File: src/rtl/blk_ld_pkg.sv
`timescale 1ns/1ps
package blk_ld_pkg;

  typedef enum logic [1:0] {
    ST_IDLE = 2'd0,
    ST_REQ  = 2'd1,
    ST_RSP  = 2'd2,
    ST_WR   = 2'd3
  } ld_state_e;

  function automatic int clog2_min1(int v);
    return (v > 1) ? $clog2(v) : 1;
  endfunction

endpackage

File: src/rtl/blk_ld_align.sv
`timescale 1ns/1ps
module blk_ld_align #(
  parameter int ADDR_W  = 32,
  parameter int ALIGN_W = 6
) (
  input  logic [ADDR_W-1:0] addr_i,
  output logic              misaligned_o
);

  assign misaligned_o = |addr_i[ALIGN_W-1:0];

endmodule

File: src/rtl/blk_ld_beat_buf.sv
`timescale 1ns/1ps
module blk_ld_beat_buf #(
  parameter int BUS_W  = 256,
  parameter int WORD_W = 64,
  localparam int WPB    = BUS_W / WORD_W,
  localparam int WSEL_W = blk_ld_pkg::clog2_min1(WPB)
) (
  input  logic              clk_i,
  input  logic              rst_ni,
  input  logic              load_i,
  input  logic [BUS_W-1:0]  data_i,
  input  logic [WSEL_W-1:0] sel_i,
  output logic [WORD_W-1:0] word_o
);

  logic [BUS_W-1:0]  buf_q;
  logic [WORD_W-1:0] lane [WPB];

  always_ff @(posedge clk_i or negedge rst_ni) begin
    if (!rst_ni)     buf_q <= '0;
    else if (load_i) buf_q <= data_i;
  end

  for (genvar g = 0; g < WPB; g++) begin : g_lane
    assign lane[g] = buf_q[g*WORD_W +: WORD_W];
  end

  assign word_o = lane[sel_i];

endmodule

File: src/rtl/blk_ld_ctrl.sv
`timescale 1ns/1ps
module blk_ld_ctrl
  import blk_ld_pkg::*;
#(
  parameter int ADDR_W     = 32,
  parameter int GROUP_REGS = 8,
  parameter int WPB        = 4,
  parameter int REG_AW     = 5,
  localparam int BEATS     = GROUP_REGS / WPB,
  localparam int BEAT_W    = clog2_min1(BEATS),
  localparam int WSEL_W    = clog2_min1(WPB),
  localparam int GRP_W     = REG_AW - $clog2(GROUP_REGS)
) (
  input  logic              clk_i,
  input  logic              rst_ni,
  input  logic              req_valid_i,
  output logic              req_ready_o,
  input  logic [ADDR_W-1:0] req_base_i,
  input  logic [GRP_W-1:0]  req_group_i,
  input  logic              misaligned_i,
  output logic              mem_req_valid_o,
  input  logic              mem_req_ready_i,
  output logic [ADDR_W-1:0] mem_req_addr_o,
  input  logic              mem_rsp_valid_i,
  output logic              mem_rsp_ready_o,
  output logic              beat_load_o,
  output logic [WSEL_W-1:0] wsel_o,
  output logic              rf_we_o,
  output logic [REG_AW-1:0] rf_waddr_o,
  output logic              busy_o,
  output logic              done_o,
  output logic              err_o
);

  ld_state_e         state_q, state_d;
  logic [BEAT_W-1:0] beat_q, beat_d;
  logic [WSEL_W-1:0] wsel_q, wsel_d;
  logic [GRP_W-1:0]  grp_q, grp_d;
  logic [ADDR_W-1:0] base_q, base_d;
  logic              err_q, err_d;
  logic              done_q, done_d;
  logic              wr_slot;
  logic [REG_AW-1:0] waddr;

  always_comb begin
    state_d = state_q;
    beat_d  = beat_q;
    wsel_d  = wsel_q;
    grp_d   = grp_q;
    base_d  = base_q;
    err_d   = 1'b0;
    done_d  = 1'b0;
    unique case (state_q)
      ST_IDLE: begin
        if (req_valid_i) begin
          if (misaligned_i) begin
            err_d = 1'b1;
          end else begin
            grp_d   = req_group_i;
            base_d  = req_base_i;
            beat_d  = '0;
            state_d = ST_REQ;
          end
        end
      end
      ST_REQ: if (mem_req_ready_i) state_d = ST_RSP;
      ST_RSP: begin
        if (mem_rsp_valid_i) begin
          wsel_d  = '0;
          state_d = ST_WR;
        end
      end
      ST_WR: begin
        wsel_d = wsel_q + WSEL_W'(1);
        if (wsel_q == WSEL_W'(WPB-1)) begin
          if (beat_q == BEAT_W'(BEATS-1)) begin
            beat_d  = '0;
            done_d  = 1'b1;
            state_d = ST_IDLE;
          end else begin
            beat_d  = beat_q + BEAT_W'(1);
            state_d = ST_RSP;
          end
        end
      end
      default: state_d = ST_IDLE;
    endcase
  end

  always_ff @(posedge clk_i or negedge rst_ni) begin
    if (!rst_ni) begin
      state_q <= ST_IDLE;
      beat_q  <= '0;
      wsel_q  <= '0;
      grp_q   <= '0;
      base_q  <= '0;
      err_q   <= 1'b0;
      done_q  <= 1'b0;
    end else begin
      state_q <= state_d;
      beat_q  <= beat_d;
      wsel_q  <= wsel_d;
      grp_q   <= grp_d;
      base_q  <= base_d;
      err_q   <= err_d;
      done_q  <= done_d;
    end
  end

  assign wr_slot = (state_q == ST_WR);
  assign waddr   = REG_AW'(int'(grp_q) * GROUP_REGS + int'(beat_q) * WPB + int'(wsel_q));

  assign req_ready_o     = (state_q == ST_IDLE);
  assign mem_req_valid_o = (state_q == ST_REQ);
  assign mem_req_addr_o  = base_q;
  assign mem_rsp_ready_o = (state_q == ST_RSP);
  assign beat_load_o     = mem_rsp_ready_o && mem_rsp_valid_i;
  assign wsel_o          = wsel_q;
  // register zero is hard-wired: its slot is spent but not written
  assign rf_we_o         = wr_slot && (waddr != '0);
  assign rf_waddr_o      = waddr;
  assign busy_o          = (state_q != ST_IDLE);
  assign done_o          = done_q;
  assign err_o           = err_q;

  p_req_hold_r9: assert property (@(posedge clk_i) disable iff (!rst_ni)
    mem_req_valid_o && !mem_req_ready_i |=> mem_req_valid_o && $stable(mem_req_addr_o))
    else $error("request dropped or changed while stalled");

  p_done_pulse_r7: assert property (@(posedge clk_i) disable iff (!rst_ni)
    done_o |=> !done_o)
    else $error("done longer than one cycle");

  p_done_after_wr_r7: assert property (@(posedge clk_i) disable iff (!rst_ni)
    done_o |-> $past(wr_slot) && !busy_o)
    else $error("done not right after last write slot");

  p_err_quiet_r3: assert property (@(posedge clk_i) disable iff (!rst_ni)
    err_o |-> !busy_o && !rf_we_o && !mem_req_valid_o)
    else $error("error pulse with activity");

  p_ignore_busy_r8: assert property (@(posedge clk_i) disable iff (!rst_ni)
    busy_o && req_valid_i |=> $stable(base_q) && $stable(grp_q))
    else $error("request taken while busy");

  p_rsp_stall_r6: assert property (@(posedge clk_i) disable iff (!rst_ni)
    mem_rsp_ready_o && !mem_rsp_valid_i |=> mem_rsp_ready_o && !wr_slot && $stable(beat_q))
    else $error("progress without a beat");

  p_wr_order_r4: assert property (@(posedge clk_i) disable iff (!rst_ni)
    wr_slot && (wsel_q != '0) |-> $past(wr_slot) && (waddr == $past(waddr) + REG_AW'(1)))
    else $error("write slots out of order");

endmodule

File: src/rtl/blk_ld_seq.sv
`timescale 1ns/1ps
module blk_ld_seq #(
  parameter int ADDR_W     = 32,
  parameter int WORD_W     = 64,
  parameter int BUS_W      = 256,
  parameter int GROUP_REGS = 8,
  parameter int REG_AW     = 5,
  localparam int WPB       = BUS_W / WORD_W,
  localparam int WSEL_W    = blk_ld_pkg::clog2_min1(WPB),
  localparam int ALIGN_W   = $clog2(GROUP_REGS * WORD_W / 8),
  localparam int GRP_W     = REG_AW - $clog2(GROUP_REGS)
) (
  input  logic              clk_i,
  input  logic              rst_ni,
  input  logic              req_valid_i,
  output logic              req_ready_o,
  input  logic [ADDR_W-1:0] req_base_i,
  input  logic [GRP_W-1:0]  req_group_i,
  output logic              mem_req_valid_o,
  input  logic              mem_req_ready_i,
  output logic [ADDR_W-1:0] mem_req_addr_o,
  input  logic              mem_rsp_valid_i,
  output logic              mem_rsp_ready_o,
  input  logic [BUS_W-1:0]  mem_rsp_data_i,
  output logic              rf_we_o,
  output logic [REG_AW-1:0] rf_waddr_o,
  output logic [WORD_W-1:0] rf_wdata_o,
  output logic              busy_o,
  output logic              done_o,
  output logic              err_o
);

  logic              misaligned;
  logic              beat_load;
  logic [WSEL_W-1:0] wsel;

  blk_ld_align #(.ADDR_W(ADDR_W), .ALIGN_W(ALIGN_W)) u_align (
    .addr_i       (req_base_i),
    .misaligned_o (misaligned)
  );

  blk_ld_ctrl #(
    .ADDR_W(ADDR_W), .GROUP_REGS(GROUP_REGS), .WPB(WPB), .REG_AW(REG_AW)
  ) u_ctrl (
    .clk_i           (clk_i),
    .rst_ni          (rst_ni),
    .req_valid_i     (req_valid_i),
    .req_ready_o     (req_ready_o),
    .req_base_i      (req_base_i),
    .req_group_i     (req_group_i),
    .misaligned_i    (misaligned),
    .mem_req_valid_o (mem_req_valid_o),
    .mem_req_ready_i (mem_req_ready_i),
    .mem_req_addr_o  (mem_req_addr_o),
    .mem_rsp_valid_i (mem_rsp_valid_i),
    .mem_rsp_ready_o (mem_rsp_ready_o),
    .beat_load_o     (beat_load),
    .wsel_o          (wsel),
    .rf_we_o         (rf_we_o),
    .rf_waddr_o      (rf_waddr_o),
    .busy_o          (busy_o),
    .done_o          (done_o),
    .err_o           (err_o)
  );

  blk_ld_beat_buf #(.BUS_W(BUS_W), .WORD_W(WORD_W)) u_buf (
    .clk_i  (clk_i),
    .rst_ni (rst_ni),
    .load_i (beat_load),
    .data_i (mem_rsp_data_i),
    .sel_i  (wsel),
    .word_o (rf_wdata_o)
  );

endmodule

File: config.mk
export PLATFORM = sky130hd
export DESIGN_NAME = blk_ld_seq
export DESIGN_NICKNAME = d
export VERILOG_FILES = /design/src/rtl/blk_ld_pkg.sv /design/src/rtl/blk_ld_align.sv /design/src/rtl/blk_ld_beat_buf.sv /design/src/rtl/blk_ld_ctrl.sv /design/src/rtl/blk_ld_seq.sv
export SDC_FILE = /design/constraint.sdc
export NUM_CORES = 1
export LEC_CHECK = 0
export BUFFER_PORTS_ARGS = -buffer_cell sky130_fd_sc_hd__buf_4
export CAP_MARGIN = 15
export CORE_ASPECT_RATIO = 0.6
export CORE_MARGIN = 2
export CORE_UTILIZATION = 46
export CTS_CLUSTER_DIAMETER = 30
export CTS_CLUSTER_SIZE = 8
export DETAILED_ROUTE_END_ITERATION = 8
export PLACE_DENSITY = 0.76
export SETUP_SLACK_MARGIN = 0.15
export SYNTH_ARGS = -nofsm -noshare
export SYNTH_HDL_FRONTEND = slang
export SYNTH_SLANG_ARGS = --single-unit
File: constraint.sdc
create_clock -name clk_i -period 1.6 [get_ports clk_i]
set_clock_uncertainty 0.15 [all_clocks]
set_input_delay 0.16 -clock clk_i [delete_from_list [all_inputs] [get_ports clk_i]]
set_output_delay 0.16 -clock clk_i [all_outputs]
set_load 0.005 [all_outputs]
==> results of run 1 <==
[synth_stat cells]
| master | count |
|---|---|
| clkbuf_1 | 5 |
| buf_4 | 5 |
| a31o_2 | 1 |
| nand4b_1 | 1 |
| dfrtp_1 | 297 |
| nor4_4 | 1 |
| nor2_1 | 3 |
| nand2_1 | 5 |
| ha_1 | 2 |
| a32o_1 | 1 |
| nor2b_1 | 2 |
| buf_6 | 3 |
| nor2_2 | 1 |
| mux2_4 | 24 |
| and4_1 | 1 |
| mux2_2 | 260 |
| mux4_2 | 64 |
| o21ai_0 | 3 |
| buf_2 | 33 |
| a21oi_1 | 4 |
| and2_1 | 6 |
| nor3_1 | 1 |
| inv_1 | 5 |
| nand4_4 | 1 |
| buf_1 | 3 |
| a22oi_1 | 1 |
| nor4b_1 | 1 |
[flip-flops by register name, summed over array words and instances (netlist names)]
name,cells
u_ctrl.beat_q,1
u_ctrl.grp_q,2
u_ctrl.mem_req_addr_o,32
u_ctrl.wsel_o,2
u_ctrl.done_o,1
u_ctrl.state_q,2
u_buf.buf_q,256
u_ctrl.err_o,1
[layout make-up]
cell class	instances	area (sq um)
tap	367	459
clock inverter	14	151
multi-input combinational	385	5180
timing repair buffer	859	8970
clock buffer	64	1380
fill	1054	3720
antenna	9	22.5
sequential	297	7440
inverter	5	21.3
[worst max path at each step]
| stage | startpoint | to | slack (ns) | depth (start not counted) |
|---|---|---|---|---|
| floorplan | u_ctrl.wsel_o[0] | rf_wdata_o[24] | -0.03 | 4 |
| global placement | u_ctrl.wsel_o[0] | u_ctrl.beat_q | -0.16 | 6 |
| detailed placement | u_ctrl.wsel_o[0] | u_ctrl.beat_q | -0.19 | 6 |
| CTS | u_ctrl.wsel_o[0] | rf_wdata_o[25] | -0.72 | 4 |
| global route | u_ctrl.wsel_o[0] | rf_we_o | -0.84 | 7 |
| finish | u_ctrl.wsel_o[0] | rf_we_o | -0.77 | 7 |
[kinds of logic (layout without fill, tap and decap cells)]
kind of cell | count (synthesis) | count (layout) | synth area share, %
buffers and inverters | 54 | 942 | 2.25
AND/OR/NAND/NOR | 23 | 25 | 1.26
adder cells (fa/ha/maj) | 2 | 2 | 0.197
multiplexers | 348 | 348 | 37.3
flip-flops | 297 | 297 | 58.6
AO/OA/AOI/OAI | 10 | 10 | 0.483
other | 0 | 9 | 0
[per-layer routing]
metal  global-route usage (%)  wire length [microns]
met1                     46.0                  21000
met2                     63.1                  28100
met3                     8.92                   4580
met4                     12.6                   1950
met5                        0                     13
[stage by stage]
step	cell area, sq um	utilization, %	TNS [ns]	setup slack (ns)
final	23600	86.4	-168.51	-0.766
after global routing	23600	86.4	-181.00	-0.836
after CTS	23300	85.0	-133.32	-0.719
after detailed placement	16600	60.6	-12.74	-0.191
after global placement	16600	60.6	-9.78	-0.157
after floorplan	13000	-	-0.669	-0.0269
[power by group]
part / leakage, nW / total (W) / internal (W) / switching (W)
logic: 6.71 / 0.0203 / 0.0131 / 0.00722
clock network: 0.748 / 0.0102 / 0.00630 / 0.00388
registers: 3.58 / 0.0136 / 0.0110 / 0.00263
[repair_timing]
| item | 4_1_cts | 5_1_grt |
|---|---|---|
| endpoints found under the setup margin | 359 | 373 |
| pin swaps | 5 | 4 |
| hold buffers | 290 | 1 |
| cloned | 39 | 2 |
| hold endpoints to repair | 585 | 23 |
| gates resized for setup | 161 | 50 |
| buffers inserted | 64 | 12 |
==> results.json, run 1 <==
{
  "outcome": "complete, but fails checks",
  "violations": "negative hold slack, negative setup slack",
  "wl_per_cell_microns": 27.8,
  "start_kind": "flip-flop",
  "coreArea_sq_mm": 0.0273,
  "numPlacedInstances": 1505,
  "route.final.wire_length_microns": 55600,
  "setup_ws_ns": -0.766,
  "drv_cap": 0,
  "drv_slew": 0,
  "hpwl_microns": 24700,
  "viasPerCell": 5.62,
  "peakVddDrop_v": 0.00173,
  "grt_max_degree": 58,
  "synth.avg_cell_area_sq_um": 17.3,
  "synth_nets": 1031,
  "tightest_slew_ns": 0.392,
  "dr.pass1.iters": 6,
  "syn_inst": 734,
  "area.growth.synth_to_final_pct": 86.1,
  "gp_congestion": 0.819,
  "layout_min_cycle_time_ns": 2.37,
  "synth.largest_area_cell": "dfrtp_1",
  "synth_top_area_share_pct": 58.6,
  "yosys-top-cells-area": "dfrtp_1 (59%), mux2_2 (23%), mux4_2 (11%)",
  "crit-reg2reg-capture": "u_buf.buf_q[225]",
  "overflow": 0,
  "die_h_microns": 133,
  "slew_headroom_pct": 73.9,
  "synth-seq-cells": 297,
  "r2r_start": "u_ctrl.state_q[0]",
  "path_cells": "buf_12 -> buf_4 -> inv_1 -> ha_1 -> nor4b_4 -> nor2_1 -> buf_4",
  "drc": 0,
  "finalCritPeriodShare_pct": 148,
  "io_buffers": 402,
  "hold_viol_final": 12,
  "clk_pin_slew_ns": 0.05,
  "stdcell_count": 2000,
  "die_w_microns": 218,
  "yosysWarnings": 0,
  "dr_total_vias": 11200,
  "insertion_delay_ns": 0.56,
  "root_buffer": "clkbuf_16",
  "finalPower_w": 0.0441,
  "crit_buf_inv": 4,
  "worstPathArrival_ns": 2.06,
  "cp_common_cell": "buf_4",
  "antenna_found_initial": 8,
  "ant_nets": 0,
  "yosysUniqueCellTypes": 27,
  "grt_pass1_vias": 12700,
  "drive_gt1_share_pct": 62.5,
  "cts_tree": "yes",
  "htreeDepth": 2,
  "p_per_area_mw_per_mm2": 1870,
  "fin_hold_ws_ns": -0.0335,
  "start_util_pct": 46.4,
  "synthesis.area_sq_mm": 0.0127,
  "clock-sinks": 297,
  "layout_common_cells": "buf_4 (376), dlygate4sd3_1 (291), dfrtp_1 (291), mux2_2 (243), buf_6 (101)",
  "criticalPathCategory": "reg2out",
  "cpLargestDelayFamily": "flip-flops",
  "dieArea_sq_mm": 0.0290,
  "cts_buffers": 50,
  "track_usage_pct": 36.9,
  "critPathRequiredTime_ns": 1.29,
  "final_common_cell": "buf_4",
  "fin_nets": 1895,
  "setup_violations": 367,
  "path_max_fanout": 9,
  "rsz0062_at_grt": "true",
  "cts_max_path_buffers": 3,
  "hold_path.class": "in2async",
  "seq_area_frac_synth_pct": 58.6,
  "reg2regPathDepth": 10,
  "rows": 47,
  "power_leakage_nw": 11.0,
  "grt_first_pass_wirelength_microns": 79700,
  "end_kind": "output pin",
  "critical-path-max-stage-delay_ns": 0.50,
  "critPathSlowestCell": "dfrtp_4",
  "io-pin-count": 403,
  "max_clock_freq_mhz": 423,
  "reg2reg_slack_ns": -0.53,
  "drt_iter0_drc": 887
}
Power figures use the tool's default switching activity.
==> run 2: changes to the inputs <==
- CORE_MARGIN: 2 -> 5
==> results.json, run 2 (synthesis results as in run 1) <==
{
  "outcome": "complete, but fails checks",
  "violations": "negative hold slack, negative setup slack",
  "criticalPathCategory": "reg2out",
  "coreArea_sq_mm": 0.0274,
  "cts_buffers": 48,
  "path_max_fanout": 7,
  "crit-reg2reg-capture": "u_ctrl.beat_q",
  "tightest_slew_ns": 0.477,
  "die_h_microns": 139,
  "drc": 0,
  "r2r_start": "u_ctrl.wsel_o[0]",
  "ant_nets": 0,
  "setup_violations": 365,
  "top_register": "u_buf.buf_q",
  "dr.pass1.iters": 6,
  "io-pin-count": 403,
  "worstPathArrival_ns": 2.09,
  "critPathSlowestCell": "mux4_2",
  "start_util_pct": 46.3,
  "setup_ws_ns": -0.802,
  "overflow": 0,
  "internal_power_w": 0.0303,
  "finalCritPeriodShare_pct": 150,
  "io_buffers": 402,
  "stdcell_count": 1967,
  "cp_common_cell": "buf_12",
  "critical-path-max-stage-delay_ns": 0.53,
  "drv_cap": 0,
  "p_per_area_mw_per_mm2": 1880,
  "cts_hold_buf": 289,
  "clock-sinks": 297,
  "area.growth.synth_to_final_pct": 83.3,
  "fin_tns_setup_ns": -135.50,
  "combPwrFrac_pct": 46.8,
  "power_leakage_nw": 10.7,
  "wl_per_cell_microns": 28.2,
  "numPlacedInstances": 1504,
  "final_common_cell": "buf_4",
  "dieArea_sq_mm": 0.0311,
  "finalPower_w": 0.0438,
  "rsz0062_at_grt": "true",
  "htreeDepth": 2,
  "grt_first_pass_wirelength_microns": 77900,
  "cpLargestDelayFamily": "buffers and inverters",
  "drt_iter0_drc": 815,
  "cts_tree": "yes",
  "antenna_found_initial": 13,
  "max_clock_freq_mhz": 416,
  "route.final.wire_length_microns": 55600,
  "fin_hold_ws_ns": -0.0577,
  "seqPwrFrac_pct": 30.9,
  "cts_max_path_buffers": 3,
  "root_buffer": "clkbuf_16",
  "layout_common_cells": "buf_4 (354), dfrtp_1 (291), dlygate4sd3_1 (289), mux2_2 (257), buf_6 (97)",
  "critPathRequiredTime_ns": 1.29,
  "largest_register_ffs": 256,
  "swShare_pct": 30.9,
  "path_depth": 5,
  "path_cells": "buf_12 -> buf_16 -> buf_12 -> mux4_2 -> buf_6",
  "end_kind": "output pin",
  "fill_cells": 1111,
  "clk_pin_slew_ns": 0.06,
  "hold_viol_final": 26,
  "fin_nets": 1864,
  "rows": 47,
  "layout_min_cycle_time_ns": 2.40,
  "start_kind": "flip-flop",
  "reg2regPathDepth": 9,
  "grt_pass1_vias": 12400,
  "track_usage_pct": 32.8,
  "hpwl_microns": 25700,
  "hold_path.class": "in2async",
  "clkPwrFrac_pct": 22.3,
  "slew_headroom_pct": 68.2,
  "crit_buf_inv": 4,
  "peakVddDrop_v": 0.00151,
  "viasPerCell": 5.58,
  "dr_total_vias": 11000,
  "gp_congestion": 0.804,
  "die_w_microns": 224,
  "grt_max_degree": 68,
  "drive_gt1_share_pct": 62.3,
  "reg2reg_slack_ns": -0.53,
  "p_switching_w": 0.0135,
  "drv_slew": 0,
  "insertion_delay_ns": 0.53
}
run 2: cell count changes in the layout (fill, tap and decap cells not counted), moves of 3 or more:
cell and delta:
clkbuf_16 -3, nand2_8 +4, mux2_4 -14, buf_6 -4, buf_4 -22, buf_12 -4
mux2_2 +14, diode_2 +4, clkinv_2 -4
run 2: final cells by class:
cell class | instances | area, sq um | area share, %
tap | 367 | 459 | 1.97
inverter | 5 | 23.8 | 0.102
sequential | 297 | 7440 | 32.0
multi-input combinational | 389 | 5250 | 22.6
timing repair buffer | 826 | 8610 | 37.0
clock buffer | 60 | 1310 | 5.62
antenna | 13 | 32.5 | 0.140
clock inverter | 10 | 139 | 0.597
run 2: repair_timing:
item / 4_1_cts / 5_1_grt
gates cloned: 39 / 1
pin swaps: 6 / 13
resized for setup: 161 / 58
hold endpoints to repair: 585 / 18
setup buffers: 35 / 16
setup endpoints to repair: 363 / 370
run 2: worst max-delay path by stage:
| stage | start | slack (ns) | end |
|---|---|---|---|
| 6_report | u_ctrl.wsel_o[0] | -0.80 | rf_wdata_o[29] |
| 5_1_grt | u_ctrl.wsel_o[0] | -0.85 | rf_wdata_o[17] |
| 4_1_cts | u_ctrl.wsel_o[0] | -0.75 | rf_wdata_o[4] |
| 3_5_place_dp | u_ctrl.wsel_o[0] | -0.21 | rf_wdata_o[4] |
| 3_3_place_gp | u_ctrl.wsel_o[0] | -0.20 | rf_wdata_o[56] |
| 2_1_floorplan | u_ctrl.wsel_o[0] | -0.03 | rf_wdata_o[24] |
run 2: power groups by stage:
stage                     combinational, W  sequential [W]  clock, W
after CTS                           0.0186          0.0129   0.00965
after detailed placement            0.0136          0.0130         0
after global routing                0.0214          0.0137    0.0102
after floorplan                    0.00884          0.0121         0
final                               0.0205          0.0135   0.00977
after global placement              0.0133          0.0129         0
run 2: through the flow:
step	worst slack, ns	utilization, %	area [sq um]
2_1_floorplan	-0.0269	-	13000
3_3_place_gp	-0.196	60.2	16500
3_5_place_dp	-0.210	60.2	16500
4_1_cts	-0.754	83.4	22800
5_1_grt	-0.847	84.9	23300
6_report	-0.802	84.9	23300
run 2: worst register-to-register path, delay by kind of cell (launching register included):
family	cells	cell delay [ns]
buf+inv	5	0.69
flops	1	0.50
compound gates	2	0.42
fa+ha+maj	1	0.18
simple gates	1	0.07
run 2: layer usage:
| metal | up-vias | global-route usage [%] | share of wire (%) |
|---|---|---|---|
| li1 | 4432 | - | - |
| met1 | 5626 | 41.3 | 37 |
| met2 | 750 | 55.4 | 50 |
| met3 | 174 | 8.38 | 8.9 |
| met4 | 0 | 12.0 | 4.2 |
| met5 | - | 0 | 0 |
==> run 3: changes to the inputs <==
- CORE_UTILIZATION: 46 -> 35
- PLACE_DENSITY: 0.76 -> unset
- SLEW_MARGIN: unset -> 20
- clock period: 1.6 -> 2.3 ns (I/O delays scaled with it)
==> results.json, run 3 (synthesis results as in run 1) <==
{
  "track_usage_pct": 19.0,
  "critPathRequiredTime_ns": 1.92,
  "fill_cells": 2720,
  "gp_congestion": 0.747,
  "top_register": "u_buf.buf_q",
  "cts_max_path_buffers": 3,
  "start_kind": "flip-flop",
  "antenna_found_initial": 4,
  "dr.pass1.iters": 4,
  "clk_pin_slew_ns": 0.05,
  "numPlacedInstances": 1594,
  "multi_input_area_sq_mm": 0.00500,
  "outcome": "complete, but fails checks",
  "layout_min_cycle_time_ns": 2.42,
  "drive_gt1_share_pct": 58.4,
  "largest_register_ffs": 256,
  "tightest_slew_ns": 0.586,
  "viasPerCell": 4.64,
  "max_clock_freq_mhz": 413,
  "dr_total_vias": 9273,
  "area.growth.synth_to_final_pct": 70.9,
  "coreArea_sq_mm": 0.0361,
  "root_buffer": "clkbuf_16",
  "layout_common_cells": "buf_4 (377), dfrtp_1 (295), dlygate4sd3_1 (293), mux2_2 (260), mux4_2 (64)",
  "wl_per_cell_microns": 19.8,
  "hold_path.class": "in2async",
  "cts_buffers": 54,
  "reg2reg_slack_ns": 0.30,
  "io_buffers": 402,
  "io-pin-count": 403,
  "drt_iter0_drc": 305,
  "hpwl_microns": 25000,
  "path_cells": "buf_12 -> buf_16 -> mux4_2 -> buf_6",
  "critical-path-max-stage-delay_ns": 0.54,
  "drv_cap": 0,
  "worstPathArrival_ns": 2.04,
  "insertion_delay_ns": 0.55,
  "finalPower_w": 0.0278,
  "peakVddDrop_v": 0.000681,
  "clock-sinks": 297,
  "ant_nets": 0,
  "path_max_fanout": 6,
  "drc": 0,
  "setup_violations": 65,
  "rows": 54,
  "stdcell_count": 1997,
  "criticalPathCategory": "reg2out",
  "finalCritPeriodShare_pct": 105,
  "setup_ws_ns": -0.122,
  "violations": "negative setup slack",
  "reg2regPathDepth": 5,
  "grt_max_degree": 63,
  "die_h_microns": 158,
  "overflow": 0,
  "htreeDepth": 2,
  "die_w_microns": 256,
  "p_per_area_mw_per_mm2": 1280,
  "end_kind": "output pin",
  "r2r_start": "u_ctrl.state_q[0]",
  "crit-reg2reg-capture": "u_buf.buf_q[192]",
  "grt_first_pass_wirelength_microns": 60900,
  "cts_tree": "yes",
  "route.final.wire_length_microns": 39500,
  "hold_viol_final": 0,
  "power_leakage_nw": 9.95,
  "fin_nets": 1778,
  "drv_slew": 0,
  "fin_tns_setup_ns": -5.19,
  "dieArea_sq_mm": 0.0403,
  "rsz0062_at_grt": "true",
  "slew_headroom_pct": 61.0,
  "start_util_pct": 35.2,
  "critPathSlowestCell": "mux4_2",
  "final_common_cell": "buf_4",
  "grt_pass1_vias": 10700,
  "regArea_sq_mm": 0.00744
}
-- run 3: metrics by stage --
step	hold slack (ns)	area [sq um]	utilization, %	setup slack (ns)
after floorplan	-0.216	12700	-	0.468
after global placement	0.0820	16500	45.7	0.346
after CTS	0.0392	21600	59.8	-0.189
final	0.0471	21700	60.1	-0.122
after global routing	0.0614	21700	60.1	-0.196
after detailed placement	0.0829	16500	45.7	0.305
-- run 3: repair_timing --
item	CTS	global route
gates cloned	5	3
endpoints found under the setup margin	65	65
setup buffers	4	2
hold endpoints to repair	577	0
hold buffers	293	0
gates resized for setup	55	2
-- run 3: critical path: cells and delay by family, from the launching register on --
family,cells,cell delay (ns)
multiplexers,1,0.54
flip-flops,1,0.46
buffers and inverters,3,0.48
-- run 3: per-layer routing --
metal	part of all wire (%)	GRT usage [%]	wire (microns)
met2	49	31.5	19200
met1	44	25.6	17300
met4	1.5	4.54	597
met3	6.1	5.02	2420
met5	0	0	0
-- run 3: worst max-delay path by stage --
stage,end,slack [ns],cells after the start,from
5_1_grt,rf_wdata_o[58],-0.20,4,u_ctrl.wsel_o[0]
3_3_place_gp,u_buf.buf_q[203],0.35,5,u_ctrl.state_q[0]
6_report,rf_wdata_o[60],-0.12,4,u_ctrl.wsel_o[0]
2_1_floorplan,rf_wdata_o[10],0.47,4,u_ctrl.wsel_o[0]
4_1_cts,rf_wdata_o[3],-0.19,4,u_ctrl.wsel_o[0]
3_5_place_dp,u_buf.buf_q[12],0.31,5,u_ctrl.state_q[0]
-- run 3: cell type report --
type / instances / share of cell area, %
Clock buffer: 72 / 6.96
Timing Repair Buffer: 740 / 31.6
Inverter: 5 / 0.0865
Sequential cell: 297 / 34.3
Antenna cell: 5 / 0.0577
Tap cell: 476 / 2.75
Clock inverter: 19 / 1.21
Multi-Input combinational cell: 383 / 23.1
-- run 3: report_power, final --
group | switching (W) | internal (W) | total [W]
logic | 0.00380 | 0.00731 | 0.0111
clock network | 0.00261 | 0.00511 | 0.00772
registers | 0.00129 | 0.00765 | 0.00894
total | 0.00770 | 0.0201 | 0.0278
